<file path="src/rtl/spi_eng_pkg.sv">
package spi_eng_pkg;
  localparam logic [3:0] OFS_OPCODE = 4'h0;
  localparam logic [3:0] OFS_COUNT  = 4'h1;
  localparam logic [3:0] OFS_CTRL   = 4'h2;
  localparam logic [3:0] OFS_DATA   = 4'hC;
  localparam logic [3:0] OFS_PTR    = 4'hD;
  localparam int CTRL_GO_BIT   = 0;
  localparam int CTRL_PRST_BIT = 4;
  typedef enum logic [1:0] {ST_IDLE, ST_LEAD, ST_BITS, ST_TRAIL} eng_state_t;
endpackage

</file>
<file path="src/rtl/spi_fifo.sv">
module spi_fifo #(
  parameter int DEPTH = 8,
  parameter int W     = 8,
  localparam int PW   = $clog2(DEPTH)
) (
  input  logic          clk,
  input  logic          rst,
  input  logic          ptr_clr,
  input  logic          host_we,
  input  logic          host_re,
  input  logic [W-1:0]  host_wdata,
  output logic [W-1:0]  host_rdata,
  output logic [PW-1:0] ptr,
  input  logic          eng_we,
  input  logic [PW-1:0] eng_waddr,
  input  logic [W-1:0]  eng_wdata,
  input  logic [PW-1:0] eng_raddr,
  output logic [W-1:0]  eng_rdata
);
  logic [W-1:0] mem [DEPTH];

  always_ff @(posedge clk) begin
    if (rst) begin
      for (int i = 0; i < DEPTH; i++) mem[i] <= '0;
    end else if (eng_we) begin
      mem[eng_waddr] <= eng_wdata;
    end else if (host_we) begin
      mem[ptr] <= host_wdata;
    end
  end

  always_ff @(posedge clk) begin
    if (rst)                     ptr <= '0;
    else if (ptr_clr)            ptr <= '0;
    else if (host_we || host_re) ptr <= ptr + PW'(1);
  end

  assign host_rdata = mem[ptr];
  assign eng_rdata  = mem[eng_raddr];

  // a pointer clear lands on entry 0
  p_ptr_clear_r5: assert property (@(posedge clk) disable iff (rst)
    ptr_clr |=> (ptr == '0));
  // the engine and the host never write in the same cycle
  p_single_writer_r11: assert property (@(posedge clk) disable iff (rst)
    eng_we |-> !host_we);
endmodule

</file>
<file path="src/rtl/spi_shift_seq.sv">
module spi_shift_seq
  import spi_eng_pkg::*;
#(
  parameter int DIV     = 4,
  parameter int MAX_CNT = 8,
  parameter int CNT_W   = 4,
  parameter int PW      = 3,
  localparam int HALF   = DIV / 2,
  localparam int DW     = (DIV > 2) ? $clog2(DIV) : 1,
  localparam int BCW    = $clog2(2 * MAX_CNT + 2)
) (
  input  logic          clk,
  input  logic          rst,
  input  logic          start,
  input  logic [7:0]    opcode,
  input  logic [CNT_W-1:0] tx_cnt,
  input  logic [CNT_W-1:0] rx_cnt,
  input  logic [7:0]    fifo_rdata,
  output logic [PW-1:0] fifo_raddr,
  output logic          fifo_we,
  output logic [PW-1:0] fifo_waddr,
  output logic [7:0]    fifo_wdata,
  output logic          busy,
  output logic          sclk,
  output logic          cs_n,
  output logic          mosi,
  input  logic          miso
);
  eng_state_t state;
  logic [DW-1:0]  div_cnt;
  logic [2:0]     bit_cnt;
  logic [BCW-1:0] byte_cnt;
  logic [6:0]     sh;
  logic [7:0]     rx_sh;
  logic           sclk_q, cs_q, mosi_q;
  logic [BCW-1:0] tx_eff, rx_eff, last_byte;
  logic [7:0]     nxt_byte;
  logic           div_last, rise_pt, byte_end;

  assign tx_eff    = (tx_cnt > CNT_W'(MAX_CNT)) ? BCW'(MAX_CNT) : BCW'(tx_cnt);
  assign rx_eff    = (rx_cnt > CNT_W'(MAX_CNT)) ? BCW'(MAX_CNT) : BCW'(rx_cnt);
  assign last_byte = tx_eff + rx_eff;
  assign div_last  = (div_cnt == DW'(DIV - 1));
  assign rise_pt   = (div_cnt == DW'(HALF - 1));
  assign byte_end  = (state == ST_BITS) && div_last && (bit_cnt == 3'd7);

  // next outgoing byte index is byte_cnt+1, which lives in entry byte_cnt
  assign fifo_raddr = byte_cnt[PW-1:0];
  assign nxt_byte   = (byte_cnt < tx_eff) ? fifo_rdata : 8'h00;
  // current byte (index byte_cnt) is a reply when past the sent bytes
  assign fifo_we    = byte_end && (byte_cnt > tx_eff);
  assign fifo_waddr = PW'(byte_cnt - BCW'(1));
  assign fifo_wdata = rx_sh;

  always_ff @(posedge clk) begin
    if (rst) begin
      state <= ST_IDLE; div_cnt <= '0; bit_cnt <= '0; byte_cnt <= '0;
      sh <= '0; rx_sh <= '0; sclk_q <= 1'b0; cs_q <= 1'b1; mosi_q <= 1'b0;
    end else begin
      case (state)
        ST_IDLE: if (start) begin
          state <= ST_LEAD; cs_q <= 1'b0; div_cnt <= '0;
        end
        ST_LEAD: if (div_last) begin
          state <= ST_BITS; div_cnt <= '0; bit_cnt <= '0; byte_cnt <= '0;
          sh <= opcode[6:0]; mosi_q <= opcode[7];
        end else div_cnt <= div_cnt + DW'(1);
        ST_BITS: begin
          if (rise_pt) begin
            sclk_q <= 1'b1;
            rx_sh  <= {rx_sh[6:0], miso};
          end
          if (div_last) begin
            sclk_q  <= 1'b0;
            div_cnt <= '0;
            if (bit_cnt == 3'd7) begin
              bit_cnt <= '0;
              if (byte_cnt == last_byte) begin
                state <= ST_TRAIL; mosi_q <= 1'b0;
              end else begin
                byte_cnt <= byte_cnt + BCW'(1);
                sh <= nxt_byte[6:0]; mosi_q <= nxt_byte[7];
              end
            end else begin
              bit_cnt <= bit_cnt + 3'd1;
              mosi_q  <= sh[6];
              sh      <= {sh[5:0], 1'b0};
            end
          end else div_cnt <= div_cnt + DW'(1);
        end
        ST_TRAIL: if (div_last) begin
          state <= ST_IDLE; cs_q <= 1'b1; div_cnt <= '0;
        end else div_cnt <= div_cnt + DW'(1);
        default: state <= ST_IDLE;
      endcase
    end
  end

  assign busy = (state != ST_IDLE);
  assign sclk = sclk_q;
  assign cs_n = cs_q;
  assign mosi = mosi_q;

  // clock pulses only inside a selected frame
  p_sclk_in_frame_r10: assert property (@(posedge clk) disable iff (rst)
    sclk_q |-> !cs_q);
  // data out is held while the clock is high
  p_mosi_hold_r9: assert property (@(posedge clk) disable iff (rst)
    (sclk_q && $past(sclk_q)) |-> $stable(mosi_q));
  // an accepted start raises busy
  p_start_busy_r4: assert property (@(posedge clk) disable iff (rst)
    (start && !busy) |=> busy);
  // reply bytes are stored only during a live frame
  p_rx_write_in_frame_r8: assert property (@(posedge clk) disable iff (rst)
    fifo_we |-> (busy && !cs_q));
endmodule

</file>
<file path="src/rtl/spi_cmd_engine.sv">
module spi_cmd_engine
  import spi_eng_pkg::*;
#(
  parameter int CLK_DIV    = 4,
  parameter int FIFO_DEPTH = 8,
  parameter int MAX_BYTES  = 8,
  localparam int PTR_W     = $clog2(FIFO_DEPTH)
) (
  input  logic       clk,
  input  logic       rst,
  input  logic       reg_wr,
  input  logic       reg_rd,
  input  logic [3:0] reg_addr,
  input  logic [7:0] reg_wdata,
  output logic [7:0] reg_rdata,
  output logic       spi_sclk,
  output logic       spi_cs_n,
  output logic       spi_mosi,
  input  logic       spi_miso
);
  logic [7:0] opcode_q, count_q, rdata_q;
  logic       busy, go, ptr_clr, host_we, host_re, mapped;
  logic [7:0] host_rdata, eng_rdata, eng_wdata;
  logic [PTR_W-1:0] ptr, eng_raddr, eng_waddr;
  logic       eng_we;

  assign go      = reg_wr && (reg_addr == OFS_CTRL) && reg_wdata[CTRL_GO_BIT] && !busy;
  assign ptr_clr = reg_wr && (reg_addr == OFS_CTRL) && reg_wdata[CTRL_PRST_BIT];
  assign host_we = reg_wr && (reg_addr == OFS_DATA) && !busy;
  assign host_re = reg_rd && (reg_addr == OFS_DATA);
  assign mapped  = (reg_addr == OFS_OPCODE) || (reg_addr == OFS_COUNT) ||
                   (reg_addr == OFS_CTRL) || (reg_addr == OFS_DATA) ||
                   (reg_addr == OFS_PTR);

  always_ff @(posedge clk) begin
    if (rst) begin
      opcode_q <= '0;
      count_q  <= '0;
    end else if (reg_wr && !busy) begin
      if (reg_addr == OFS_OPCODE) opcode_q <= reg_wdata;
      if (reg_addr == OFS_COUNT)  count_q  <= reg_wdata;
    end
  end

  always_ff @(posedge clk) begin
    if (rst) rdata_q <= '0;
    else if (reg_rd) begin
      case (reg_addr)
        OFS_OPCODE: rdata_q <= opcode_q;
        OFS_COUNT:  rdata_q <= count_q;
        OFS_CTRL:   rdata_q <= {7'b0, busy};
        OFS_DATA:   rdata_q <= host_rdata;
        OFS_PTR:    rdata_q <= 8'(ptr);
        default:    rdata_q <= 8'h00;
      endcase
    end
  end
  assign reg_rdata = rdata_q;

  spi_fifo #(.DEPTH(FIFO_DEPTH), .W(8)) fifo_i (
    .clk, .rst, .ptr_clr, .host_we, .host_re,
    .host_wdata(reg_wdata), .host_rdata, .ptr,
    .eng_we, .eng_waddr, .eng_wdata, .eng_raddr, .eng_rdata
  );

  spi_shift_seq #(.DIV(CLK_DIV), .MAX_CNT(MAX_BYTES), .CNT_W(4), .PW(PTR_W)) seq_i (
    .clk, .rst, .start(go), .opcode(opcode_q),
    .tx_cnt(count_q[3:0]), .rx_cnt(count_q[7:4]),
    .fifo_rdata(eng_rdata), .fifo_raddr(eng_raddr),
    .fifo_we(eng_we), .fifo_waddr(eng_waddr), .fifo_wdata(eng_wdata),
    .busy, .sclk(spi_sclk), .cs_n(spi_cs_n), .mosi(spi_mosi), .miso(spi_miso)
  );

  // setup registers cannot move under a running frame
  p_cfg_frozen_r11: assert property (@(posedge clk) disable iff (rst)
    (busy && $past(busy)) |-> ($stable(opcode_q) && $stable(count_q)));
  // unmapped offsets read zero
  p_unmapped_zero_r12: assert property (@(posedge clk) disable iff (rst)
    (reg_rd && !mapped) |=> (reg_rdata == 8'h00));
endmodule

</file>
<file path="config.mk">
export PLATFORM = sky130hd
export DESIGN_NAME = spi_cmd_engine
export DESIGN_NICKNAME = d
export VERILOG_FILES = /design/src/rtl/spi_eng_pkg.sv /design/src/rtl/spi_fifo.sv /design/src/rtl/spi_shift_seq.sv /design/src/rtl/spi_cmd_engine.sv
export SDC_FILE = /design/constraint.sdc
export NUM_CORES = 1
export LEC_CHECK = 0
export ABC_AREA = 1
export ABC_CLOCK_PERIOD_IN_PS = 3050
export BUFFER_PORTS_ARGS = -buffer_cell sky130_fd_sc_hd__buf_2
export CAP_MARGIN = 20
export CORE_ASPECT_RATIO = 0.7
export CORE_MARGIN = 2
export CORE_UTILIZATION = 64
export CTS_BUF_LIST = sky130_fd_sc_hd__clkbuf_8
export CTS_CLUSTER_DIAMETER = 30
export DETAILED_ROUTE_END_ITERATION = 8
export PLACE_DENSITY = 0.83
export SETUP_SLACK_MARGIN = 0.15
export SYNTH_ARGS = -nofsm -noshare
export SYNTH_HDL_FRONTEND = slang
export SYNTH_SLANG_ARGS = --single-unit
</file>
<file path="constraint.sdc">
create_clock -name clk -period 3.05 [get_ports clk]
set_input_delay 0.1525 -clock clk [delete_from_list [all_inputs] [get_ports clk]]
set_output_delay 0.1525 -clock clk [all_outputs]
set_load 0.005 [all_outputs]
</file>
==> results.toml <==
[synth]
synth_ff_type = "edfxtp_1"
synthesis.area_um2 = 7140
avgSynthCellArea_um2 = 7.94
ys_ff_latch = 127
syn-num-nets = 937
synth_warnings = 0
yosysSeqAreaShare_pct = 44.6
netlist_instances = 899
synth.distinct_cells = 44
synth_edf_count = 64
synth-async-reset-ratio_pct = 0

[global_route]
grt_pass1_vias = 5769
grt_max_degree = 53
gr-usage-all-layers_pct = 35.6
grt_first_pass_wirelength_mm = 31.3
overflow = 0
grt_antenna_before_repair = 0

[sta]
finalSetupViolCount = 0
period_minus_slack_ns = 2.80
post-route-period-util_pct = 91.7
worst_pin_slew_ns = 0.920
finalMaxSlewViolations = 0
fin_setup_tns_ns = 0
rsz0062_at_grt = "true"
fmax_ghz = 0.358
finalHoldViolCount = 0
slew_headroom_pct = 38.6
fin_skew_ns = 0.0123

[clock_network]
clock-sinks = 127
clockBufferDepth = 2
h-tree-depth = 4
cts_tree = "yes"
cts_root_buf = "clkbuf_8"
clk_pin_slew_ns = 0.08
clock_latency_ns = 0.44
cts_made_buffers = 17

[final_layout]
seq_area_um2 = 3180
syn_to_final_growth_pct = 9.53
num-fill-cells = 873
multi_input_area_um2 = 3500
nNetsFinal = 960
antennaDiodeCount = 0
final_common_cell = "nand2_1"
final_layout_size_suffix_gt1_share_pct = 13.4
layout_common_cells = "nand2_1 (172), nor2_1 (132), nand3_1 (85), inv_1 (80), o21ai_0 (76)"

[floorplanning]
start_util_pct = 65.3
rows = 32
die_area_um2 = 12000
die_x_um = 130
die_h_um = 92.4
pin_count = 28
coreArea_um2 = 10900

[route]
wire_per_inst_um = 18.8
first_pass_iters = 5
drtAntennaViolNets = 0
routed_wl_mm = 20.5
drc = 0
drtIter0Drc = 863
viasPerCell = 5.91
via_count = 6422

[placement]
dp.final_hpwl_mm = 14.7
place_congestion = 0.977
portBuffers = 27

[power]
irDropWorstVdd_uv = 379
p_leak_nw = 3.26
power_mw = 4.03
powerDensity_nw_per_um2 = 516

[worst_setup_path]
worstPathMaxFanout = 13
worst_r2r_endpoint = "fifo_i.mem[1][3]$_SDFFCE_PN0P_"
r2r_cells = 15
r2r_setup_slack_ns = 0.25
cp_data_required_time_ns = 3.21
path_class = "reg2reg"
worstSetupEndpointType = "flip-flop"
regToRegStartpoint = "count_q[3]$_SDFFE_PP0P_"
setup.worst_path.start = "count_q[3]$_SDFFE_PP0P_"
startpoint_type = "flip-flop"
crit_end = "fifo_i.mem[1][3]$_SDFFCE_PN0P_"
cp_data_arrival_time_ns = 2.96

[run]
maxCapViolCount = 0

[hold_path]
min_path_type = "in2reg"

[run_status]
status = "completed"
==> power breakdown <==
part | leakage (nW) | switching, mW | total [mW] | internal, mW
clock | 0.177 | 0.696 | 1.33 | 0.636
combinational | 1.91 | 0.499 | 0.724 | 0.224
sequential | 1.17 | 0.0793 | 1.98 | 1.90
==> synthesized netlist by cell type (all sizes together) (20+ instances only) <==
master    n  share of area, %
nor2    142               9.0
nand2   201                13
edfxtp   64                27
o21ai    85               7.2
clkbuf   32               1.7
a21oi    72               5.2
nand3    87               6.3
ha       20               3.5
inv      83               4.4
dfxtp    63                18
==> repair_timing <==
item                                   4_1_cts  5_1_grt
buffers inserted                             0        4
pin swaps                                    0        2
hold buffers                                 1        0
endpoints found under the hold margin        1        0
resized for setup                            7        3
setup endpoints to repair                   56      128
==> final cells by class <==
class                           instances  share of cell area [%]
Multi-Input combinational cell        648                    44.7
Inverter                               86                    4.14
Clock inverter                         14                    1.50
Clock buffer                           17                    2.99
Tap cell                              153                    2.45
Timing Repair Buffer                   42                    3.52
Sequential cell                       127                    40.7
==> how the worst min path moves through the flow <==
stage                                       end  cells after the start  slack, ns                 startpoint
6_report               opcode_q[7]$_SDFFE_PP0P_                      3       0.03               reg_wdata[7]
3_5_place_dp          reg_rdata[0]$_SDFFE_PP0P_                      2       0.46  reg_rdata[0]$_SDFFE_PP0P_
2_1_floorplan          opcode_q[7]$_SDFFE_PP0P_                      2       0.32               reg_wdata[7]
5_1_grt                opcode_q[7]$_SDFFE_PP0P_                      3       0.03               reg_wdata[7]
4_1_cts                opcode_q[7]$_SDFFE_PP0P_                      3       0.01               reg_wdata[7]
3_3_place_gp   seq_i.fifo_wdata[0]$_SDFFE_PP0P_                      3       0.45                   spi_miso
==> state kept, by name, summed over array words and instances (netlist names), 2 cells and up, named ones only <==
register / count
seq_i.state: 2
seq_i.div_cnt: 2
fifo_i.mem: 64
reg_rdata: 8
opcode_q: 8
seq_i.sh: 7
seq_i.bit_cnt: 3
seq_i.byte_cnt: 5
count_q: 8
fifo_i.ptr: 3
seq_i.fifo_wdata: 8
==> layer usage <==
metal  wire length (µm)  vias to the layer above  GRT usage (%)
met5                  0                        -           1.81
met4                382                        0           10.6
met3               3430                       35           17.7
met2               7960                      403           44.8
met1               8710                     2941           52.7
li1                   -                     3043              -
==> stage by stage <==
stage	utilization [%]	hold WS (ns)	std cells	setup slack [ns]	instance area, µm²
2_1_floorplan	-	0.319	899	0.492	7140
3_3_place_gp	67.5	0.447	1051	0.200	7380
3_5_place_dp	67.5	0.456	1051	0.106	7380
4_1_cts	71.0	0.0150	1083	0.154	7760
5_1_grt	71.6	0.0295	1087	0.0760	7820
6_report	71.6	0.0340	1087	0.253	7820
==> worst max-delay path, cell delays in order (launching register included) <==
cell and delay [ns]:
dfxtp_1 0.34, inv_1 0.14, a21oi_1 0.08, nor2_2 0.19
inv_1 0.07, ha_1 0.26, inv_1 0.03, nor2_1 0.11
nand3_1 0.08, nand2_1 0.14, nand3_4 0.16, nand2_4 0.16
buf_4 0.27, nand2_1 0.16, o21ai_4 0.19, nor2_1 0.14
==> cells by family after synthesis <==
family | count (synthesis) | share of synthesized area, %
compound gates | 182 | 15.2
simple gates | 441 | 29.1
xor+xnor | 4 | 0.491
fa+ha+maj | 21 | 3.78
flops | 127 | 44.6
buf+inv | 124 | 6.85
Power figures use the tool's default switching activity.
